File: config.mk
export PLATFORM = sky130hd
export DESIGN_NAME = mdio_master
export DESIGN_NICKNAME = d
export VERILOG_FILES = /design/src/rtl/mdio_pkg.sv /design/src/rtl/mdio_clkgen.sv /design/src/rtl/mdio_shifter.sv /design/src/rtl/mdio_regs.sv /design/src/rtl/mdio_master.sv
export SDC_FILE = /design/constraint.sdc
export NUM_CORES = 1
export LEC_CHECK = 0
export ABC_AREA = 1
export ABC_CLOCK_PERIOD_IN_PS = 3300
export BUFFER_PORTS_ARGS = -buffer_cell sky130_fd_sc_hd__clkbuf_2
export CAP_MARGIN = 15
export CORE_UTILIZATION = 40
export DETAILED_ROUTE_END_ITERATION = 7
export HOLD_SLACK_MARGIN = 0.02
export PLACE_DENSITY_LB_ADDON = 0.08
export SYNTH_ARGS = -nofsm -noshare
export SYNTH_HDL_FRONTEND = slang
export SYNTH_HIERARCHICAL = 1
export SYNTH_SLANG_ARGS = --single-unit
File: constraint.sdc
create_clock -name clk -period 3.3 [get_ports clk]
set_input_delay 0 -clock clk [delete_from_list [all_inputs] [get_ports clk]]
set_output_delay 0 -clock clk [all_outputs]
set_load 0.005 [all_outputs]
File: src/rtl/mdio_pkg.sv
// Shared constants and types for the management frame master.
// Assumes a fixed 32-bit frame word with a 16-bit data field at the bottom.
package mdio_pkg;
    localparam int FRAME_W = 32;
    localparam int RD_W    = 16;
    localparam int OP_HI   = 29;
    localparam int OP_LO   = 28;
    localparam int TA_HI   = 17;
    localparam logic [1:0] OP_READ = 2'b10;

    typedef enum logic [1:0] {
        SH_IDLE  = 2'd0,
        SH_PRE   = 2'd1,
        SH_FRAME = 2'd2
    } sh_state_t;
endpackage

File: src/rtl/mdio_clkgen.sv
// Management clock divider.
// Toggles mdc every SPD system cycles (period 2*SPD) and emits single-cycle
// rise/fall ticks in the same cycle the mdc register changes.
// Assumes spd may change at any time; a zero value parks mdc low.
module mdio_clkgen #(
    parameter int SPD_W = 6
) (
    input  logic             clk,
    input  logic             rst_n,
    input  logic [SPD_W-1:0] spd,
    output logic             mdc,
    output logic             rise_tick,
    output logic             fall_tick
);
    logic [SPD_W-1:0] cnt_q;
    logic             tick;

    // Terminal count reached with a usable divider.
    assign tick      = (spd != '0) && (cnt_q >= spd - 1'b1);
    assign rise_tick = tick && !mdc;
    assign fall_tick = tick && mdc;

    // Divider counter and clock toggle.
    always_ff @(posedge clk) begin
        if (!rst_n) begin
            cnt_q <= '0;
            mdc   <= 1'b0;
        end else if (spd == '0) begin
            cnt_q <= '0;
            mdc   <= 1'b0;
        end else if (tick) begin
            cnt_q <= '0;
            mdc   <= ~mdc;
        end else begin
            cnt_q <= cnt_q + 1'b1;
        end
    end
endmodule

File: src/rtl/mdio_shifter.sv
// Frame serialiser and read-data capture.
// Launches on a falling tick when a request is pending, sends the optional
// preamble, then the 32-bit word MSB first. Output bits change on falling
// ticks; read data is sampled on rising ticks. Assumes ticks from mdio_clkgen.
module mdio_shifter
    import mdio_pkg::*;
#(
    parameter int PRE_LEN = 32
) (
    input  logic               clk,
    input  logic               rst_n,
    input  logic               start_req,
    input  logic [FRAME_W-1:0] word,
    input  logic               no_pre,
    input  logic               rise_tick,
    input  logic               fall_tick,
    input  logic               mdio_i,
    output logic               start_ack,
    output logic               done,
    output logic               is_rd,
    output logic               active,
    output logic [RD_W-1:0]    rd_capt,
    output logic               mdio_o,
    output logic               mdio_oe
);
    localparam int PRE_CW = $clog2(PRE_LEN);
    localparam int IDX_W  = $clog2(FRAME_W);
    localparam int RD_IW  = $clog2(RD_W);

    sh_state_t          st_q;
    logic [PRE_CW-1:0]  pre_q;
    logic [IDX_W-1:0]   idx_q;
    logic [FRAME_W-1:0] sr_q;
    logic               released;

    assign active    = (st_q != SH_IDLE);
    assign is_rd     = (sr_q[OP_HI:OP_LO] == OP_READ);
    assign start_ack = (st_q == SH_IDLE) && start_req && fall_tick;
    assign done      = (st_q == SH_FRAME) && fall_tick && (idx_q == '0);
    assign released  = is_rd && (int'(idx_q) <= TA_HI);

    // Line drivers derived from the current state and bit position.
    always_comb begin
        mdio_o  = 1'b0;
        mdio_oe = 1'b0;
        case (st_q)
            SH_PRE: begin
                mdio_o  = 1'b1;
                mdio_oe = 1'b1;
            end
            SH_FRAME: begin
                mdio_o  = sr_q[idx_q];
                mdio_oe = !released;
            end
            default: ;
        endcase
    end

    // Frame sequencing on falling ticks.
    always_ff @(posedge clk) begin
        if (!rst_n) begin
            st_q  <= SH_IDLE;
            pre_q <= '0;
            idx_q <= '0;
            sr_q  <= '0;
        end else begin
            case (st_q)
                SH_IDLE: begin
                    if (start_ack) begin
                        sr_q  <= word;
                        idx_q <= IDX_W'(FRAME_W - 1);
                        pre_q <= PRE_CW'(PRE_LEN - 1);
                        st_q  <= no_pre ? SH_FRAME : SH_PRE;
                    end
                end
                SH_PRE: begin
                    if (fall_tick) begin
                        if (pre_q == '0) st_q <= SH_FRAME;
                        else             pre_q <= pre_q - 1'b1;
                    end
                end
                SH_FRAME: begin
                    if (fall_tick) begin
                        if (idx_q == '0) st_q <= SH_IDLE;
                        else             idx_q <= idx_q - 1'b1;
                    end
                end
                default: st_q <= SH_IDLE;
            endcase
        end
    end

    // Read data capture on rising ticks inside the data field.
    always_ff @(posedge clk) begin
        if (!rst_n) begin
            rd_capt <= '0;
        end else if (rise_tick && st_q == SH_FRAME && is_rd && int'(idx_q) < RD_W) begin
            rd_capt[idx_q[RD_IW-1:0]] <= mdio_i;
        end
    end
endmodule

File: src/rtl/mdio_regs.sv
// Software-visible state: frame register, sticky event flag, speed register,
// and the pending-request latch. Assumes single-cycle write strobes.
module mdio_regs
    import mdio_pkg::*;
#(
    parameter int SPEED_W = 8
) (
    input  logic               clk,
    input  logic               rst_n,
    input  logic               data_we,
    input  logic [FRAME_W-1:0] data_wdata,
    input  logic               evt_we,
    input  logic               evt_wbit,
    input  logic               speed_we,
    input  logic [SPEED_W-1:0] speed_wdata,
    input  logic               start_ack,
    input  logic               done,
    input  logic               done_rd,
    input  logic               active,
    input  logic [RD_W-1:0]    rd_capt,
    output logic [FRAME_W-1:0] data_q,
    output logic               evt_mii,
    output logic [SPEED_W-1:0] speed_q,
    output logic               pending,
    output logic               busy
);
    logic accept;

    assign busy   = pending || active;
    assign accept = data_we && !busy;

    // Frame register: load on accepted write, merge read data at completion.
    always_ff @(posedge clk) begin
        if (!rst_n)                data_q <= '0;
        else if (accept)           data_q <= data_wdata;
        else if (done && done_rd)  data_q[RD_W-1:0] <= rd_capt;
    end

    // Pending request: set by accepted write, cleared when the frame launches.
    always_ff @(posedge clk) begin
        if (!rst_n)         pending <= 1'b0;
        else if (accept)    pending <= 1'b1;
        else if (start_ack) pending <= 1'b0;
    end

    // Sticky completion flag with write-one-to-clear; completion wins.
    always_ff @(posedge clk) begin
        if (!rst_n)                   evt_mii <= 1'b0;
        else if (done)                evt_mii <= 1'b1;
        else if (evt_we && evt_wbit)  evt_mii <= 1'b0;
    end

    // Speed and preamble control register.
    always_ff @(posedge clk) begin
        if (!rst_n)        speed_q <= '0;
        else if (speed_we) speed_q <= speed_wdata;
    end
endmodule

File: src/rtl/mdio_master.sv
// Top level of the management frame master: register file, clock divider
// and frame serialiser. Speed register: bits SPD_W:1 divider, bit SPD_W+1
// preamble suppress, bit 0 stored only.
module mdio_master
    import mdio_pkg::*;
#(
    parameter int SPD_W   = 6,
    parameter int PRE_LEN = 32
) (
    input  logic               clk,
    input  logic               rst_n,
    input  logic               data_we,
    input  logic [31:0]        data_wdata,
    input  logic               evt_we,
    input  logic               evt_wbit,
    input  logic               speed_we,
    input  logic [SPD_W+1:0]   speed_wdata,
    input  logic               mdio_i,
    output logic [31:0]        data_q,
    output logic               evt_mii,
    output logic [SPD_W+1:0]   speed_q,
    output logic               mdc,
    output logic               mdio_o,
    output logic               mdio_oe
);
    localparam int SPEED_W = SPD_W + 2;

    logic             rise_tick, fall_tick;
    logic             start_ack, frame_done, done_rd, active;
    logic             pending, busy;
    logic [RD_W-1:0]  rd_capt;
    logic [SPD_W-1:0] spd;
    logic             no_pre;

    assign spd    = speed_q[SPD_W:1];
    assign no_pre = speed_q[SPD_W+1];

    mdio_regs #(.SPEED_W(SPEED_W)) u_regs (
        .clk         (clk),
        .rst_n       (rst_n),
        .data_we     (data_we),
        .data_wdata  (data_wdata),
        .evt_we      (evt_we),
        .evt_wbit    (evt_wbit),
        .speed_we    (speed_we),
        .speed_wdata (speed_wdata),
        .start_ack   (start_ack),
        .done        (frame_done),
        .done_rd     (done_rd),
        .active      (active),
        .rd_capt     (rd_capt),
        .data_q      (data_q),
        .evt_mii     (evt_mii),
        .speed_q     (speed_q),
        .pending     (pending),
        .busy        (busy)
    );

    mdio_clkgen #(.SPD_W(SPD_W)) u_clk (
        .clk       (clk),
        .rst_n     (rst_n),
        .spd       (spd),
        .mdc       (mdc),
        .rise_tick (rise_tick),
        .fall_tick (fall_tick)
    );

    mdio_shifter #(.PRE_LEN(PRE_LEN)) u_shift (
        .clk       (clk),
        .rst_n     (rst_n),
        .start_req (pending),
        .word      (data_q),
        .no_pre    (no_pre),
        .rise_tick (rise_tick),
        .fall_tick (fall_tick),
        .mdio_i    (mdio_i),
        .start_ack (start_ack),
        .done      (frame_done),
        .is_rd     (done_rd),
        .active    (active),
        .rd_capt   (rd_capt),
        .mdio_o    (mdio_o),
        .mdio_oe   (mdio_oe)
    );
endmodule

Word level (Yosys, flattened, before mapping)
Index checks and enable logic that the tools add are counted.
- $add $sub $neg: 4
- magnitude comparators: 6
- equality and inequality tests: 10
- muxes and demuxes: 27
- bitwise logic cells: 2
- reduce and logical (&&, ||, !) cells: 36
- operators by type and width (cell ; number):
    2-to-1 mux 16 bit ; 2
    2-to-1 mux 5 bit ; 5
    one-hot mux 5 bit (2 select lines) ; 2
    bitwise mux 16 bit ; 1
    logical AND 1 bit ; 15
    2-to-1 mux 2 bit ; 6
    nonzero test 2 bit ; 6
    logical NOT 5 bit ; 2
    subtractor 5 x 1 -> 5 bit, second input constant ; 2
    inequality test 2 x 1 -> 1 bit, second input constant ; 4
    AND reduction 4 bit ; 2
    adder 6 x 1 -> 6 bit, second input constant ; 1
    >= comparator 6 bit ; 1
    logical NOT 6 bit ; 1
    < comparator 5 x 6 -> 1 bit, second input constant ; 1
    2-to-1 mux 1 bit ; 6
    inequality test 2 bit, second input constant ; 3
    one-hot mux 2 bit (3 select lines) ; 1
    nonzero test 6 bit ; 1
    subtractor 6 x 1 -> 6 bit, second input constant ; 1
    binary-select mux 1 bit (select 5 bit) ; 1
    less-or-equal comparator 5 bit, second input constant ; 1
    < comparator 4 x 5 -> 1 bit, second input constant ; 1
    < comparator 5 bit, second input constant ; 1
    13 further kinds ; 18
- register bits: 109
- input bits: 47
- output and inout port bits: 44
- logic and storage cells: 97

Depth between registers and ports, before layout
Gate-level depths: netlist of the first run.
- word-level depth: 9
- mapped depth: 21
- mapped depth without buffers: 21

Hierarchy
Netlist of the first run, hierarchy kept.
- by module, submodules not included (module ; instances ; cells an instance ; area an instance (µm²) ; seq. area each (µm²)):
    mdio_shifter ; 1 ; 427 ; 2999.1 ; 1201.2
    mdio_regs ; 1 ; 256 ; 1815.5 ; 840.8
    mdio_clkgen ; 1 ; 74 ; 573.0 ; 140.1

Worst setup path before layout of the first run
No wires, ideal clock.
- kind: reg2reg
- start point: register u_regs.speed_q[1]
- end point: register u_regs.data_q[10]
- setup time: 132 ps
- arrival time: 2560 ps
- required time: 3168 ps
- slack: 608 ps
- stages on the path, launching flop included: 20
- buffers on the path: 2
- clock period less this slack: 2692 ps
- path through: dfxtp_1 -> inv_1 -> ha_1 -> nand2_1 -> xor2_1 -> inv_1 -> ha_1 -> nand2_1 -> nor2_1 -> nand2_1 -> nand2_1 -> nand2_4 -> nor2_1 -> inv_1 -> nor4_1 -> buf_2 -> nand2_1 -> buf_4 -> nand3_1 -> a21oi_1
- longest elaborated chain between the ends: 8
- ends and longest elaborated chain (what ; line ; source):
    start: declaration ; mdio_regs.sv:23 ; output logic [SPEED_W-1:0] speed_q,
    start signal: assignment ; mdio_regs.sv:56 ; else if (speed_we) speed_q <= speed_wdata;
    subtractor 6 x 1 -> 6 bit ; mdio_clkgen.sv:19 ; assign tick = (spd != '0) && (cnt_q >= spd - 1'b1);
    >= comparator 6 bit ; mdio_clkgen.sv:19 ;
    logical AND 1 bit (*) ; mdio_clkgen.sv:19 ;
    logical AND 1 bit (*) ; mdio_clkgen.sv:21 ; assign fall_tick = tick && mdc;
    net fall_tick ; mdio_master.sv:28 ; logic rise_tick, fall_tick;
    logical AND 1 bit (*) (2 in series) ; mdio_shifter.sv:39 ; assign done = (st_q == SH_FRAME) && fall_tick && (idx_q == '0);
    net frame_done ; mdio_master.sv:29 ; logic start_ack, frame_done, done_rd, active;
    logical AND 1 bit (*) ; mdio_regs.sv:36 ; else if (done && done_rd) data_q[RD_W-1:0] <= rd_capt;
    nonzero test 2 bit (no source line) (*) ; -- ;
    end signal: assignment ; mdio_regs.sv:35 ; else if (accept) data_q <= data_wdata;
    end signal: indexed assignment ; mdio_regs.sv:36 ;
    end: declaration ; mdio_regs.sv:21 ; output logic [FRAME_W-1:0] data_q,
The timed path passes the listed nets; every way through them passes the cells marked *.
A chain may end at the register's enable or synchronous reset.

Worst setup path in the final report of the first run
- start point: register u_regs.speed_q[1]
- end point: register u_regs.data_q[13]
The elaborated chain is that of the path after synthesis.

==> results.sh, run 1 <==
export IMPL_status="finished clean"
export IMPL_port_buffers=90
export IMPL_fin_ws_ps=365
export IMPL_setup_violations_final=0
export IMPL_ir_worst_vdd_v=0.000269
export IMPL_startpoint_type="register"
export IMPL_total_power_mw=4.56
export IMPL_fin_crit_ps=2930
export IMPL_crit_path_top_delay_cell="dfxtp_1"
export IMPL_start_util_pct=40.8
export IMPL_drive_gt1_share_pct=16.5
export IMPL_arrival_ps=3200
export IMPL_max_stage_delay_ps=360
export IMPL_dr_pass1_iters=4
export IMPL_insertion_delay_ps=360
export IMPL_antenna_found_initial=0
export IMPL_area_growth_syn_to_layout_pct=24.4
export IMPL_h_tree_depth=3
export IMPL_rsz0062_at_grt="false"
export IMPL_maxCapViolCount=0
export IMPL_grt_pass1_wl_um=23900
export IMPL_r2r_end="u_regs/data_q[13]"
export IMPL_crit_top_cell="nand2_1"
export IMPL_pwr_share_comb_pct=38.8
export IMPL_p_sw_mw=1.81
export IMPL_grt_max_degree=65
export IMPL_skew_ps=6.44
export IMPL_clk_pin_slew_ps=70
export IMPL_critical_path_max_fanout=17
export IMPL_vias=5176
export IMPL_min_delay_start="speed_we"
export IMPL_ff2ff_setup_slack_ps=370
export IMPL_tightest_slew_ps=680
export IMPL_hold_end="u_regs/speed_q[2]"
export IMPL_p_per_area_nw_per_um2=681
export IMPL_gp_congestion=0.782
export IMPL_cts_root_buf="clkbuf_16"
export IMPL_drc_errors=0
export IMPL_worst_ep_required_time_ps=3570
export IMPL_reg2reg_depth=19
export IMPL_drtIter0Drc=287
export IMPL_dieArea_um2=13900
export IMPL_swShare_pct=39.6
export IMPL_n_antenna_cell=0
export IMPL_slew_headroom_pct=54.6
export IMPL_cts_tree="built"
export IMPL_wl_per_cell_um=13.8
export IMPL_grt_ovfl_total=0
export IMPL_hold_class="in2reg"
export IMPL_internal_power_mw=2.75
export IMPL_fin_crit_sh_pct=88.9
export IMPL_crit_type="reg2reg"
export IMPL_syn_avg_cell_area_um2=7.12
export IMPL_via_per_inst=4.91
export IMPL_power_frac_seq_pct=36.6
export IMPL_wl_um=14600
export IMPL_synthCells=756
export IMPL_hold_path_depth=3
export IMPL_cts_setup_buffers=0
export IMPL_die_y_um=118
export IMPL_ioPinCount=91
export IMPL_clock_path_buffers=2
export IMPL_hold_viol=0
export IMPL_ys_warnings_count=6
export IMPL_num_rows=42
export IMPL_core_um2=13200
export IMPL_cts_sinks=109
export IMPL_die_x_um=118
export IMPL_cts_inserted_buffers=9
export IMPL_p_clk_share_pct=24.6
export IMPL_dp_slack_ps=326
export IMPL_hpwlAfterDp_um=9830
export IMPL_ant_nets=0
export IMPL_grtUsageTotal_pct=21.7
export IMPL_netlist_area_um2=5380
export IMPL_r2r_start="u_regs/speed_q[1]"
export IMPL_endpoint_kind="register"
export IMPL_finalSetupTns_ps=0
export IMPL_final_max_slew_viol_count=0
export IMPL_grt_pass1_vias=4909
export IMPL_layout_nets=939
export IMPL_path_cells="inv_1 -> ha_1 -> nand2_1 -> xor2_1 -> inv_1 -> ha_1 -> nand2_1 -> nor2_1 -> nand2_1 -> nand2_1 -> nand2_4 -> nor2_1 -> inv_1 -> nor4_4 -> buf_6 -> nand3_1 -> nand2_1 -> nand2_1 -> a21oi_1"
export IMPL_p_leak_nw=3.00
export IMPL_fmax_ghz=0.341
export IMPL_syn_nets=821
-- area by class of cell --
| type | instances | area (um^2) |
|---|---|---|
| Clock inverter | 3 | 43.8 |
| Multi-Input combinational cell | 514 | 2660 |
| Fill cell | 1318 | 6490 |
| Inverter | 96 | 360 |
| Timing Repair Buffer | 144 | 970 |
| Tap cell | 176 | 220 |
| Clock buffer | 13 | 260 |
| Sequential cell | 109 | 2180 |
-- worst max-delay path: cells and delay by family (launching register included) --
kind,cells,cell delay [ps]
AOI/OAI and AO/OA,1,120
xor gates and xnor gates,1,140
adders and majority gates,2,490
buffers and inverters,4,520
DFF,1,360
and+or+nand+nor,11,1210
-- power by group through the flow --
stage	Sequential (mW)	Combinational, mW	Clock [mW]
floorplan	1.66	1.26	0
global placement	1.70	1.68	0
detailed placement	1.70	1.72	0
CTS	1.67	1.76	1.15
global route	1.70	2.00	1.20
finish	1.67	1.77	1.12
-- worst max path at each step --
stage                       from                end  slack [ps]  cells after the start
2_1_floorplan  u_regs/speed_q[1]  u_regs/data_q[10]         610                     19
3_3_place_gp   u_regs/speed_q[1]   u_regs/data_q[0]         430                     19
3_5_place_dp   u_regs/speed_q[1]   u_regs/data_q[2]         330                     19
4_1_cts        u_regs/speed_q[1]   u_regs/data_q[2]         300                     19
5_1_grt        u_regs/speed_q[1]  u_regs/data_q[11]          40                     19
6_report       u_regs/speed_q[1]  u_regs/data_q[13]         370                     19
-- registers in the layout, indices dropped and copies added, names as in the netlist --
register / flops
u_regs/speed_q: 8
u_regs/evt_mii: 1
u_shift/idx_q: 5
u_shift/rd_capt: 16
u_clk/cnt_q: 6
u_shift/st_q: 2
u_regs/pending: 1
u_clk/mdc: 1
u_shift/pre_q: 5
u_regs/data_q: 32
u_shift/sr_q: 32
-- through the flow --
step	cells	utilization [%]	cell area (um^2)	hold slack [ps]
detailed placement	995	45.0	5940	235
floorplan	756	-	5380	135
global route	1055	50.8	6700	67.5
CTS	1055	50.7	6690	24.3
global placement	995	45.0	5940	223
finish	1055	50.8	6700	43.8
-- per-layer routing --
layer	wire length, um	vias up	GRT usage, %	part of all wire (%)
met2	6930	111	35.3	47
met3	499	21	2.86	3.4
met1	6820	2384	28.4	47
li1	-	2660	-	-
met4	352	0	10.0	2.4
met5	0	-	0	0
-- repair_timing --
item                                   in CTS  in global routing
setup endpoints to repair                   0                 12
hold buffers                               44                  0
endpoints found under the hold margin      41                  0
gates resized for setup                     0                  2
-- layout by cell type, fill, tap and decap left out, types with 2 or more instances in the layout --
master / count
nor2_4: 8
o21ai_0: 59
nand3_4: 2
clkbuf_16: 9
xor2_1: 5
a31oi_1: 2
inv_2: 6
nand3_1: 81
dlygate4sd3_1: 44
ha_1: 18
a21oi_1: 76
o21ai_1: 8
a211oi_1: 2
o21a_1: 2
clkbuf_1: 2
clkbuf_8: 2
clkinv_1: 2
a21oi_2: 2
o31ai_1: 2
inv_1: 88
nand2_1: 157
nor2_1: 68
xnor2_1: 4
dfxtp_1: 109
nand2_4: 3
nor2_2: 3
clkbuf_2: 90
nand3_2: 2
buf_4: 9
Note: power is estimated with default switching activity, not from simulation.
==> run 2, diff against run 1 <==
--- a/config.mk
+++ b/config.mk
@@ -9,11 +9,12 @@
 export ABC_CLOCK_PERIOD_IN_PS = 3300
 export BUFFER_PORTS_ARGS = -buffer_cell sky130_fd_sc_hd__clkbuf_2
 export CAP_MARGIN = 15
+export CELL_PAD_IN_SITES_DETAIL_PLACEMENT = 1
+export CELL_PAD_IN_SITES_GLOBAL_PLACEMENT = 1
 export CORE_UTILIZATION = 40
 export DETAILED_ROUTE_END_ITERATION = 7
 export HOLD_SLACK_MARGIN = 0.02
 export PLACE_DENSITY_LB_ADDON = 0.08
 export SYNTH_ARGS = -nofsm -noshare
 export SYNTH_HDL_FRONTEND = slang
-export SYNTH_HIERARCHICAL = 1
 export SYNTH_SLANG_ARGS = --single-unit
==> run 2 against run 1 <==
Net effect:
- count of clock-buffer cells in the layout decreased by 2
- critical path type unchanged
- critical path depth fell by 3
- combinational power about the same
- largest power group unchanged
- synthesized cell count increased by 0.26%
- worst hold slack lost 17 ps
- highest routed layer unchanged
==> results.sh, run 2 <==
export IMPL_start_util_pct=41.7
export IMPL_dr_pass1_iters=6
export IMPL_fmax_ghz=0.342
export IMPL_core_um2=12800
export IMPL_crit_top_cell="nand2_1"
export IMPL_rsz0062_at_grt="false"
export IMPL_dp_slack_ps=405
export IMPL_r2r_start="u_regs.speed_q[1]"
export IMPL_gp_congestion=0.793
export IMPL_wl_per_cell_um=16.1
export IMPL_p_clk_share_pct=24.7
export IMPL_swShare_pct=40.8
export IMPL_yosys_area_top_type="dfxtp_1"
export IMPL_max_stage_delay_ps=380
export IMPL_netlist_area_um2=5350
export IMPL_worst_ep_required_time_ps=3590
export IMPL_cts_setup_buffers=0
export IMPL_layout_nets=939
export IMPL_reg2reg_depth=16
export IMPL_internal_power_mw=2.68
export IMPL_grt_pass1_wl_um=27800
export IMPL_wl_um=16900
export IMPL_cts_root_buf="clkbuf_16"
export IMPL_critPathLaunch="u_regs.speed_q[1]"
export IMPL_drive_gt1_share_pct=15.9
export IMPL_n_antenna_cell=0
export IMPL_port_buffers=90
export IMPL_tightest_slew_ps=1110
export IMPL_h_tree_depth=3
export IMPL_final_common_cell="nand2_1"
export IMPL_grt_ovfl_total=0
export IMPL_fin_ws_ps=379
export IMPL_critical_path_max_fanout=32
export IMPL_ioPinCount=91
export IMPL_syn_avg_cell_area_um2=7.05
export IMPL_ir_worst_vdd_v=0.000289
export IMPL_ff2ff_setup_slack_ps=380
export IMPL_yosysSeqAreaShare_pct=40.8
export IMPL_yosys_top_cells_area="dfxtp_1, nand2_1, nor2_1, a21oi_1, o21ai_0"
export IMPL_die_y_um=118
export IMPL_drtIter0Drc=202
export IMPL_antenna_found_initial=0
export IMPL_ys_types=39
export IMPL_cts_inserted_buffers=9
export IMPL_fin_crit_ps=2920
export IMPL_clk_pin_slew_ps=70
export IMPL_p_sw_mw=1.85
export IMPL_synthTopCellsByCount="nand2_1, nor2_1, dfxtp_1, a21oi_1"
export IMPL_mostFrequentLayoutCells="nand2_1, nor2_1, dfxtp_1, clkbuf_2, a21oi_1"
export IMPL_synth_edff_count=0
export IMPL_p_leak_nw=3.05
export IMPL_clock_path_buffers=2
export IMPL_fin_crit_sh_pct=88.5
export IMPL_grtUsageTotal_pct=25.1
export IMPL_cts_tree="built"
export IMPL_cts_sinks=109
export IMPL_via_per_inst=5.12
export IMPL_yosys_area_top_type_share_pct=40.8
export IMPL_drc_errors=0
export IMPL_status="finished clean"
export IMPL_crit_type="reg2reg"
export IMPL_path_cells="inv_1 -> ha_1 -> nand2_1 -> xor2_1 -> inv_1 -> ha_1 -> nand2_1 -> nor2_1 -> nand2_1 -> nand2_4 -> nand4_4 -> nand2_2 -> nand3_2 -> nand2_1 -> nand2_1 -> nor2_1"
export IMPL_total_power_mw=4.53
export IMPL_hold_viol=0
export IMPL_async_flop_share_pct=0
export IMPL_r2r_end="u_shift.idx_q[1]"
export IMPL_synthCells=758
export IMPL_placed_area_um2=5880
export IMPL_power_frac_seq_pct=36.5
export IMPL_maxCapViolCount=0
export IMPL_hold_class="in2reg"
export IMPL_final_max_slew_viol_count=0
export IMPL_syn_nets=823
export IMPL_arrival_ps=3210
export IMPL_die_x_um=118
export IMPL_hold_path_depth=5
export IMPL_hpwlAfterDp_um=11100
export IMPL_synth_seq_cells=109
export IMPL_synth_most_common_cell="nand2_1"
export IMPL_area_growth_syn_to_layout_pct=24.0
export IMPL_pwr_share_comb_pct=38.8
export IMPL_finalSetupTns_ps=0
export IMPL_ys_warnings_count=0
export IMPL_num_rows=41
export IMPL_grt_max_degree=72
export IMPL_holdWs_ps=26.8
export IMPL_hold_end="u_regs.data_q[7]"
export IMPL_ys_flop_type="dfxtp_1"
export IMPL_startpoint_type="register"
export IMPL_grt_pass1_vias=5707
export IMPL_skew_ps=9.19
export IMPL_p_per_area_nw_per_um2=683
export IMPL_min_delay_start="data_wdata[7]"
export IMPL_postLayoutCellArea_um2=6630
export IMPL_top_regs="u_regs.data_q: 32 flops, u_shift.sr_q: 32 flops, u_shift.rd_capt: 16 flops"
export IMPL_insertion_delay_ps=360
export IMPL_slew_headroom_pct=26.2
export IMPL_setup_violations_final=0
export IMPL_endpoint_kind="register"
export IMPL_dieArea_um2=13800
export IMPL_crit_path_top_delay_cell="nand4_4"
export IMPL_vias=5377
export IMPL_ant_nets=0
## run 2: cell families after synthesis
logic type      after synthesis  share of synthesized area (%)
simple gates                362                           29.9
compound gates              155                           15.4
flops                       109                           40.8
buf+inv                     108                           8.59
fa+ha+maj                    18                           4.21
xor+xnor                      6                          0.983
## run 2: worst max path at each step
| stage | end | slack (ps) | depth (start not counted) |
|---|---|---|---|
| finish | u_shift.idx_q[1] | 380 | 16 |
| global route | u_shift.pre_q[0] | 50 | 15 |
| CTS | u_shift.idx_q[1] | 350 | 16 |
| detailed placement | u_shift.pre_q[0] | 400 | 15 |
| global placement | u_shift.pre_q[0] | 570 | 15 |
| floorplan | u_regs.data_q[13] | 1040 | 18 |
## run 2: power groups by stage
| stage | Sequential (mW) | Combinational [mW] | Clock, mW |
|---|---|---|---|
| 3_3_place_gp | 1.67 | 1.64 | 0 |
| 2_1_floorplan | 1.65 | 1.18 | 0 |
| 4_1_cts | 1.65 | 1.77 | 1.14 |
| 5_1_grt | 1.68 | 1.98 | 1.20 |
| 3_5_place_dp | 1.68 | 1.71 | 0 |
| 6_report | 1.66 | 1.76 | 1.12 |
## run 2: stage by stage
stage	std cells	utilization [%]
global placement	990	45.8
detailed placement	990	45.8
floorplan	758	-
global route	1051	51.7
CTS	1051	51.7
finish	1051	51.7
## run 2: worst max-delay path, delay by kind of cell (launching register included)
| kind | cells | cell delay, ps |
|---|---|---|
| and+or+nand+nor | 11 | 1640 |
| buffers and inverters | 2 | 160 |
| DFF | 1 | 340 |
| xor gates and xnor gates | 1 | 160 |
| adders and majority gates | 2 | 530 |
## run 2: cell type report
type / instances / area (um^2)
tap: 172 / 215
clock buffer: 11 / 243
inverter: 70 / 265
fill: 1694 / 6190
clock inverter: 5 / 60.1
timing repair buffer: 143 / 961
multi-input combinational: 541 / 2700
sequential: 109 / 2180
## run 2: repair_timing
item	in CTS	in global routing
hold buffers	45	0
resized for setup	0	0
endpoints found under the hold margin	44	0
## run 2: routing by layer
layer / GRT usage (%) / wire length (um) / vias up
met5: 0 / 0 / -
met4: 8.17 / 259 / 0
met1: 29.1 / 7450 / 2604
met3: 3.25 / 482 / 18
met2: 47.2 / 8690 / 98
li1: - / - / 2657
